**config.mk**
```make
export PLATFORM = sky130hd
export DESIGN_NAME = mem_range_crc
export DESIGN_NICKNAME = d
export VERILOG_FILES = /design/src/rtl/crc32c_pkg.sv /design/src/rtl/crc32c_word_step.sv /design/src/rtl/crc_range_seq.sv /design/src/rtl/crc_port_arbiter.sv /design/src/rtl/mem_range_crc.sv
export SDC_FILE = /design/constraint.sdc
export NUM_CORES = 1
export LEC_CHECK = 0
export BUFFER_PORTS_ARGS = -buffer_cell sky130_fd_sc_hd__buf_2
export CAP_MARGIN = 5
export CORE_MARGIN = 2
export CORE_UTILIZATION = 49
export DETAILED_ROUTE_END_ITERATION = 8
export PLACE_DENSITY = 0.68
export SYNTH_ARGS = -nofsm -noshare
export SYNTH_HDL_FRONTEND = slang
export SYNTH_SLANG_ARGS = --single-unit
```
**constraint.sdc**
```tcl
create_clock -name clk -period 16.9 [get_ports clk]
set_input_delay 3.38 -clock clk [delete_from_list [all_inputs] [get_ports clk]]
set_output_delay 3.38 -clock clk [all_outputs]
set_load 0.02 [all_outputs]
```
**src/rtl/crc32c_pkg.sv**
```systemverilog
package crc32c_pkg;

    localparam int          CRC_W      = 32;
    localparam logic [31:0] CRC_POLY   = 32'h1EDC6F41;
    localparam logic [31:0] CRC_PRESET = 32'hFFFF_FFFF;

    typedef enum logic [1:0] {
        ENG_IDLE = 2'd0,
        ENG_RUN  = 2'd1,
        ENG_HOLD = 2'd2
    } eng_state_e;

    typedef struct packed {
        logic accept;
        logic reject;
    } start_dec_t;

    function automatic logic [31:0] order_bytes(input logic [31:0] d);
        return {d[7:0], d[15:8], d[23:16], d[31:24]};
    endfunction

endpackage

```
**src/rtl/crc32c_word_step.sv**
```systemverilog
module crc32c_word_step
    import crc32c_pkg::*;
#(
    parameter int DATA_W = 32
) (
    input  logic [CRC_W-1:0]  crc_i,
    input  logic [DATA_W-1:0] data_i,
    output logic [CRC_W-1:0]  crc_o
);

    always_comb begin
        logic [CRC_W-1:0] acc;
        logic             fb;
        acc = crc_i;
        for (int b = DATA_W - 1; b >= 0; b--) begin
            fb  = acc[CRC_W-1] ^ data_i[b];
            acc = {acc[CRC_W-2:0], 1'b0} ^ (fb ? CRC_POLY : '0);
        end
        crc_o = acc;
    end

endmodule

```
**src/rtl/crc_range_seq.sv**
```systemverilog
module crc_range_seq
    import crc32c_pkg::*;
#(
    parameter int ADDR_W = 10
) (
    input  logic              clk,
    input  logic              rst,
    input  logic              start_i,
    input  logic [ADDR_W-1:0] start_addr_i,
    input  logic [ADDR_W-1:0] end_addr_i,
    input  logic              suspend_i,
    input  logic              resume_i,
    output logic              eng_rd_en_o,
    output logic [ADDR_W-1:0] eng_addr_o,
    output logic              eng_own_o,
    output logic              word_valid_o,
    output logic              preset_o,
    output logic              busy_o,
    output logic              held_o,
    output logic              abort_o
);

    localparam int IDX_W = ADDR_W - 2;

    eng_state_e       state_q, state_d;
    logic [IDX_W:0]   fetch_q;
    logic [IDX_W:0]   last_q;
    logic             pend_q;
    logic             abort_q;
    logic [IDX_W-1:0] s_idx, e_idx;
    logic             range_ok;
    logic             all_issued;
    logic             issue;
    start_dec_t       dec;

    assign s_idx    = start_addr_i[ADDR_W-1:2];
    assign e_idx    = end_addr_i[ADDR_W-1:2];
    assign range_ok = {1'b0, e_idx} >= ({1'b0, s_idx} + (IDX_W+1)'(1));

    always_comb begin
        dec.accept = (state_q == ENG_IDLE) && start_i && range_ok;
        dec.reject = (state_q == ENG_IDLE) && start_i && !range_ok;
    end

    assign all_issued = fetch_q > last_q;
    assign issue      = (state_q == ENG_RUN) && !all_issued;

    always_comb begin
        state_d = state_q;
        unique case (state_q)
            ENG_IDLE: if (dec.accept) state_d = ENG_RUN;
            ENG_RUN: begin
                if (all_issued)     state_d = ENG_IDLE;
                else if (suspend_i) state_d = ENG_HOLD;
            end
            ENG_HOLD: if (resume_i) state_d = ENG_RUN;
            default:  state_d = ENG_IDLE;
        endcase
    end

    always_ff @(posedge clk) begin
        if (rst) begin
            state_q <= ENG_IDLE;
            fetch_q <= '0;
            last_q  <= '0;
            pend_q  <= 1'b0;
            abort_q <= 1'b0;
        end else begin
            state_q <= state_d;
            pend_q  <= issue;
            abort_q <= dec.reject;
            if (dec.accept) begin
                fetch_q <= {1'b0, s_idx};
                last_q  <= {1'b0, e_idx};
            end else if (issue) begin
                fetch_q <= fetch_q + (IDX_W+1)'(1);
            end
        end
    end

    assign eng_rd_en_o  = issue;
    assign eng_addr_o   = {fetch_q[IDX_W-1:0], 2'b00};
    assign eng_own_o    = (state_q == ENG_RUN);
    assign word_valid_o = pend_q;
    assign preset_o     = dec.accept;
    assign busy_o       = (state_q != ENG_IDLE);
    assign held_o       = (state_q == ENG_HOLD);
    assign abort_o      = abort_q;

    // back-to-back fetches step by one word
    a_r7_ascending: assert property (@(posedge clk) disable iff (rst)
        (eng_rd_en_o && $past(eng_rd_en_o)) |-> eng_addr_o == $past(eng_addr_o) + ADDR_W'(4));

    // no engine reads while paused
    a_r8_hold_quiet: assert property (@(posedge clk) disable iff (rst)
        held_o |-> !eng_rd_en_o);

    // refused range gives a pulse and leaves the engine idle
    a_r4_reject: assert property (@(posedge clk) disable iff (rst)
        (!busy_o && start_i && !range_ok) |=> (abort_o && !busy_o));

    // abort only while idle
    a_r4_abort_idle: assert property (@(posedge clk) disable iff (rst)
        abort_o |-> !busy_o);

    // pause persists until resumed
    a_r10_hold_stays: assert property (@(posedge clk) disable iff (rst)
        (held_o && !resume_i) |=> held_o);

    // suspend while idle changes nothing
    a_r10_idle_suspend: assert property (@(posedge clk) disable iff (rst)
        (!busy_o && !start_i && suspend_i) |=> (!busy_o && !held_o));

endmodule

```
**src/rtl/crc_port_arbiter.sv**
```systemverilog
module crc_port_arbiter #(
    parameter int ADDR_W = 10
) (
    input  logic              eng_own_i,
    input  logic              eng_rd_en_i,
    input  logic [ADDR_W-1:0] eng_addr_i,
    input  logic              host_rd_en_i,
    input  logic [ADDR_W-1:0] host_addr_i,
    output logic              mem_rd_en_o,
    output logic [ADDR_W-1:0] mem_addr_o
);

    always_comb begin
        if (eng_own_i) begin
            mem_rd_en_o = eng_rd_en_i;
            mem_addr_o  = eng_addr_i;
        end else begin
            mem_rd_en_o = host_rd_en_i;
            mem_addr_o  = host_addr_i;
        end
    end

endmodule

```
**src/rtl/mem_range_crc.sv**
```systemverilog
module mem_range_crc
    import crc32c_pkg::*;
#(
    parameter int ADDR_W = 10
) (
    input  logic              clk,
    input  logic              rst,
    input  logic              start_i,
    input  logic [ADDR_W-1:0] start_addr_i,
    input  logic [ADDR_W-1:0] end_addr_i,
    input  logic              suspend_i,
    input  logic              resume_i,
    output logic              busy_o,
    output logic              suspended_o,
    output logic              abort_o,
    output logic [31:0]       crc_o,
    input  logic              host_rd_en_i,
    input  logic [ADDR_W-1:0] host_addr_i,
    output logic              mem_rd_en_o,
    output logic [ADDR_W-1:0] mem_addr_o,
    input  logic [31:0]       mem_rdata_i
);

    logic              eng_rd_en;
    logic [ADDR_W-1:0] eng_addr;
    logic              eng_own;
    logic              word_valid;
    logic              preset;
    logic [CRC_W-1:0]  crc_q;
    logic [CRC_W-1:0]  crc_next;

    crc_range_seq #(.ADDR_W(ADDR_W)) u_seq (
        .clk          (clk),
        .rst          (rst),
        .start_i      (start_i),
        .start_addr_i (start_addr_i),
        .end_addr_i   (end_addr_i),
        .suspend_i    (suspend_i),
        .resume_i     (resume_i),
        .eng_rd_en_o  (eng_rd_en),
        .eng_addr_o   (eng_addr),
        .eng_own_o    (eng_own),
        .word_valid_o (word_valid),
        .preset_o     (preset),
        .busy_o       (busy_o),
        .held_o       (suspended_o),
        .abort_o      (abort_o)
    );

    crc_port_arbiter #(.ADDR_W(ADDR_W)) u_arb (
        .eng_own_i    (eng_own),
        .eng_rd_en_i  (eng_rd_en),
        .eng_addr_i   (eng_addr),
        .host_rd_en_i (host_rd_en_i),
        .host_addr_i  (host_addr_i),
        .mem_rd_en_o  (mem_rd_en_o),
        .mem_addr_o   (mem_addr_o)
    );

    crc32c_word_step #(.DATA_W(32)) u_step (
        .crc_i  (crc_q),
        .data_i (order_bytes(mem_rdata_i)),
        .crc_o  (crc_next)
    );

    always_ff @(posedge clk) begin
        if (rst)             crc_q <= CRC_PRESET;
        else if (preset)     crc_q <= CRC_PRESET;
        else if (word_valid) crc_q <= crc_next;
    end

    assign crc_o = crc_q;

    // accepted start presets the checksum
    a_r3_preset: assert property (@(posedge clk) disable iff (rst)
        preset |=> crc_o == CRC_PRESET);

    // paused engine lends the port to the host
    a_r8_host_port: assert property (@(posedge clk) disable iff (rst)
        suspended_o |-> (mem_rd_en_o == host_rd_en_i && mem_addr_o == host_addr_i));

    // busy drops only once no fetched word is outstanding
    a_r6_done_clean: assert property (@(posedge clk) disable iff (rst)
        $fell(busy_o) |-> !word_valid);

    // checksum frozen across a pause once the in-flight word is absorbed
    a_r8_frozen: assert property (@(posedge clk) disable iff (rst)
        (suspended_o && $past(suspended_o)) |=> $stable(crc_o));

endmodule

```
==> impl_metrics.yaml <==
finish:
  antenna_cells: 0
  postLayoutCellArea_um2: 7630
  ff_latch_area_um2: 1060
  areaGrowthSynthToFinish_pct: 13.1
  multi_input_area_um2: 5560
  finalNetCount: 795
  fill_cells: 1182
  drive_above_1_share_pct: 23.1
timing:
  rsz0062_at_grt: "no"
  relSlewSlack_pct: 23.0
  period_share_pct: 52.3
  fin_tns_setup_ps: 0
  finalClockSkew_ps: 5.28
  hold_viol: 0
  fmax_mhz: 113
  slew_viol_final: 0
  hold_slack_ps: 459
  worst_slack_ps: 8060
  min_period_ps: 8840
  setup_violations: 0
  worst_pin_slew_ps: 1150
worst_setup_path:
  arrival_ps: 8980
  reg2reg_depth: 13
  crit_path_frequent_cell: "xnor3_1"
  r2r_end: "crc_o[20]$_SDFFE_PP1P_"
  ff2ff_setup_slack_ps: 10720
  worstPathRequired_ps: 17040
  criticalPathCategory: "input pin to register"
  cpPeakStageDelay_ps: 660
  r2r-start: "crc_o[28]$_SDFFE_PP1P_"
  cp-end-kind: "register"
  worstPathMaxFanout: 10
  worstPathCellList: "buf_2 -> xnor2_4 -> xor2_2 -> xnor3_1 -> xnor3_2 -> xnor2_2 -> xor2_1 -> xnor3_1 -> xnor3_1 -> xnor3_2 -> xnor2_1 -> xor3_1 -> mux2i_1 -> nand2_1"
  critPathLaunchType: "input pin"
  slowest_stage: "xnor3_1"
min_path:
  min-delay-start: "u_seq.last_q[6]$_SDFFE_PP0P_"
  holdPathStages: 2
  min_path_type: "register to register"
  min_to: "u_seq.last_q[6]$_SDFFE_PP0P_"
synthesis:
  synthXorXnorAreaFrac_pct: 63.4
  yosys.area_share.adder_pct: 3.34
  synth_top_family_by_area: "XOR/XNOR gates"
  syn_avg_cell_area_um2: 11.1
  synth_area_um2: 6750
  ys_warn_count: 0
  syn-num-nets: 694
  ys_types: 37
  synth-simple-area-share_pct: 6.58
  yosysSeqAreaShare_pct: 15.7
  synthMuxAreaShare_pct: 4.58
  ys_ff_latch: 53
  synthCells: 608
  synth-compound-area-share_pct: 4.47
detailed_routing:
  drtIter0Drc: 263
  wl_per_cell_um: 19.2
  wirelength_um: 17000
  vias: 4489
  drc: 0
  firstDrtPassIters: 4
  antenna_left: 0
  viasPerCell: 5.07
clocking:
  cts_hold_buf: 0
  cts-resized-gates: 0
  cts_tree: "done"
  clk_pin_slew_ps: 70
  h-tree-depth: 2
  clk_latency_ps: 290
  clkSinkCount: 53
  clockRootBuffer: "clkbuf_16"
  clockBufferDepth: 2
  cts_setup_buffers: 0
  cts_inserted_buffers: 5
floorplan:
  dieArea_um2: 14700
  initial_utilization_pct: 50.5
  rows: 42
  die_h_um: 121
  dieWidth_um: 121
  core_um2: 13300
  boundaryPins: 114
grt:
  grt_usage_pct: 23.9
  grt_max_degree: 42
  antenna_found_initial: 1
  grt_pass1_vias: 4675
  gr-total-overflow: 0
  grt_pass1_wl_um: 26400
place:
  place_congestion: 0.914
  port-buffer-count: 109
  post-place-ws_ps: 7740
  placed_area_um2: 7460
  dp_hpwl_um: 14300
flow_run:
  cap_viol_max_count: 0
status:
  outcome: "finished clean"
## Yosys cell counts
library cell	count	area share, %
nor2_1	18	1.0
a21o_1	8	0.89
nor2b_1	3	0.28
nor4_1	1	0.093
o22a_1	1	0.13
a21oi_1	12	0.89
mux2i_1	23	3.4
buf_6	1	0.17
xnor2_2	13	3.1
xnor2_4	4	1.6
nand2_1	67	3.7
nor3_1	4	0.30
mux2_2	7	1.2
xor2_2	8	1.9
xnor3_1	66	22
dfxtp_1	53	16
xnor2_1	174	23
and2_1	2	0.19
nand3_1	6	0.45
inv_1	14	0.78
a211oi_1	7	0.78
xor2_1	36	4.7
xnor3_2	9	3.2
buf_1	3	0.17
a31oi_1	1	0.093
xnor3_4	1	0.39
o21a_1	6	0.67
o21ai_0	9	0.67
xor3_2	1	0.37
xor3_1	10	3.5
a41oi_1	1	0.13
buf_2	1	0.074
nand2b_1	2	0.19
clkbuf_1	12	0.67
a22oi_1	2	0.22
ha_1	18	3.3
nand4_1	4	0.37
## routing by layer
| layer | GRT usage [%] | up-vias | wire length [um] |
|---|---|---|---|
| met5 | 0 | - | 0 |
| met4 | 6.90 | 0 | 402 |
| met3 | 5.26 | 19 | 1110 |
| met2 | 41.4 | 112 | 8390 |
| met1 | 29.9 | 2140 | 7080 |
| li1 | - | 2218 | - |
## metrics by stage
| step | utilization, % | cells |
|---|---|---|
| 2_1_floorplan | - | 608 |
| 3_3_place_gp | 55.9 | 878 |
| 3_5_place_dp | 55.9 | 878 |
| 4_1_cts | 57.2 | 886 |
| 5_1_grt | 57.2 | 886 |
| 6_report | 57.2 | 886 |
## layout by cell type, fill, tap and decap left out, types with 2 or more instances in the layout
cell / instances
xnor3_1: 66
a22oi_1: 2
a21oi_1: 12
o21a_1: 6
buf_2: 109
xnor2_1: 174
clkbuf_16: 5
o21ai_0: 9
mux2i_1: 23
xor2_1: 36
nor2_1: 17
inv_1: 14
xnor2_2: 13
a21o_1: 8
and2_1: 2
nor2b_1: 3
dfxtp_1: 52
xor3_1: 10
a211oi_1: 7
buf_4: 2
xnor3_2: 9
nand3_1: 6
xnor2_4: 4
mux2_2: 7
nand2b_1: 2
nor3_1: 4
ha_1: 18
nand4_1: 4
xor2_2: 8
nand2_1: 67
## sequential cells by signal (all words and copies together) (netlist names)
| signal | count |
|---|---|
| crc_o | 32 |
| u_seq.abort_o | 1 |
| u_seq.fetch_q | 9 |
| u_seq.last_q | 8 |
| u_seq.state_q | 2 |
| u_seq.word_valid_o | 1 |
## final cells by class
| class | count | share of cell area (%) |
|---|---|---|
| tap | 176 | 2.88 |
| timing repair buffer | 111 | 7.34 |
| sequential | 53 | 13.9 |
| clock inverter | 3 | 0.656 |
| inverter | 14 | 0.688 |
| multi-input combinational | 524 | 72.9 |
| clock buffer | 5 | 1.64 |
## critical path, delay by kind of cell
| family | cells | cell delay [ps] |
|---|---|---|
| multiplexers | 1 | 150 |
| AND/OR/NAND/NOR | 1 | 60 |
| buffers and inverters | 1 | 130 |
| XOR/XNOR | 11 | 5240 |
## logic make-up after synthesis
| group | count (synthesis) |
|---|---|
| muxes | 30 |
| buffers and inverters | 31 |
| and+or+nand+nor | 107 |
| AOI/OAI and AO/OA | 47 |
| DFF | 53 |
| adders and majority gates | 18 |
| xor gates and xnor gates | 322 |
## how the worst max path moves through the flow
| stage | from | slack [ps] | depth (start not counted) | endpoint |
|---|---|---|---|---|
| 6_report | mem_rdata_i[5] | 8060 | 14 | crc_o[20]$_SDFFE_PP1P_ |
| 5_1_grt | mem_rdata_i[5] | 7770 | 14 | crc_o[20]$_SDFFE_PP1P_ |
| 4_1_cts | mem_rdata_i[7] | 8050 | 14 | crc_o[20]$_SDFFE_PP1P_ |
| 3_5_place_dp | mem_rdata_i[5] | 7740 | 14 | crc_o[20]$_SDFFE_PP1P_ |
| 3_3_place_gp | mem_rdata_i[7] | 7820 | 14 | crc_o[20]$_SDFFE_PP1P_ |
| 2_1_floorplan | mem_rdata_i[6] | 8880 | 14 | crc_o[20]$_SDFFE_PP1P_ |
Power is not shown: default switching activity piles up to over one toggle a cycle in this logic, so the estimate is an artifact.
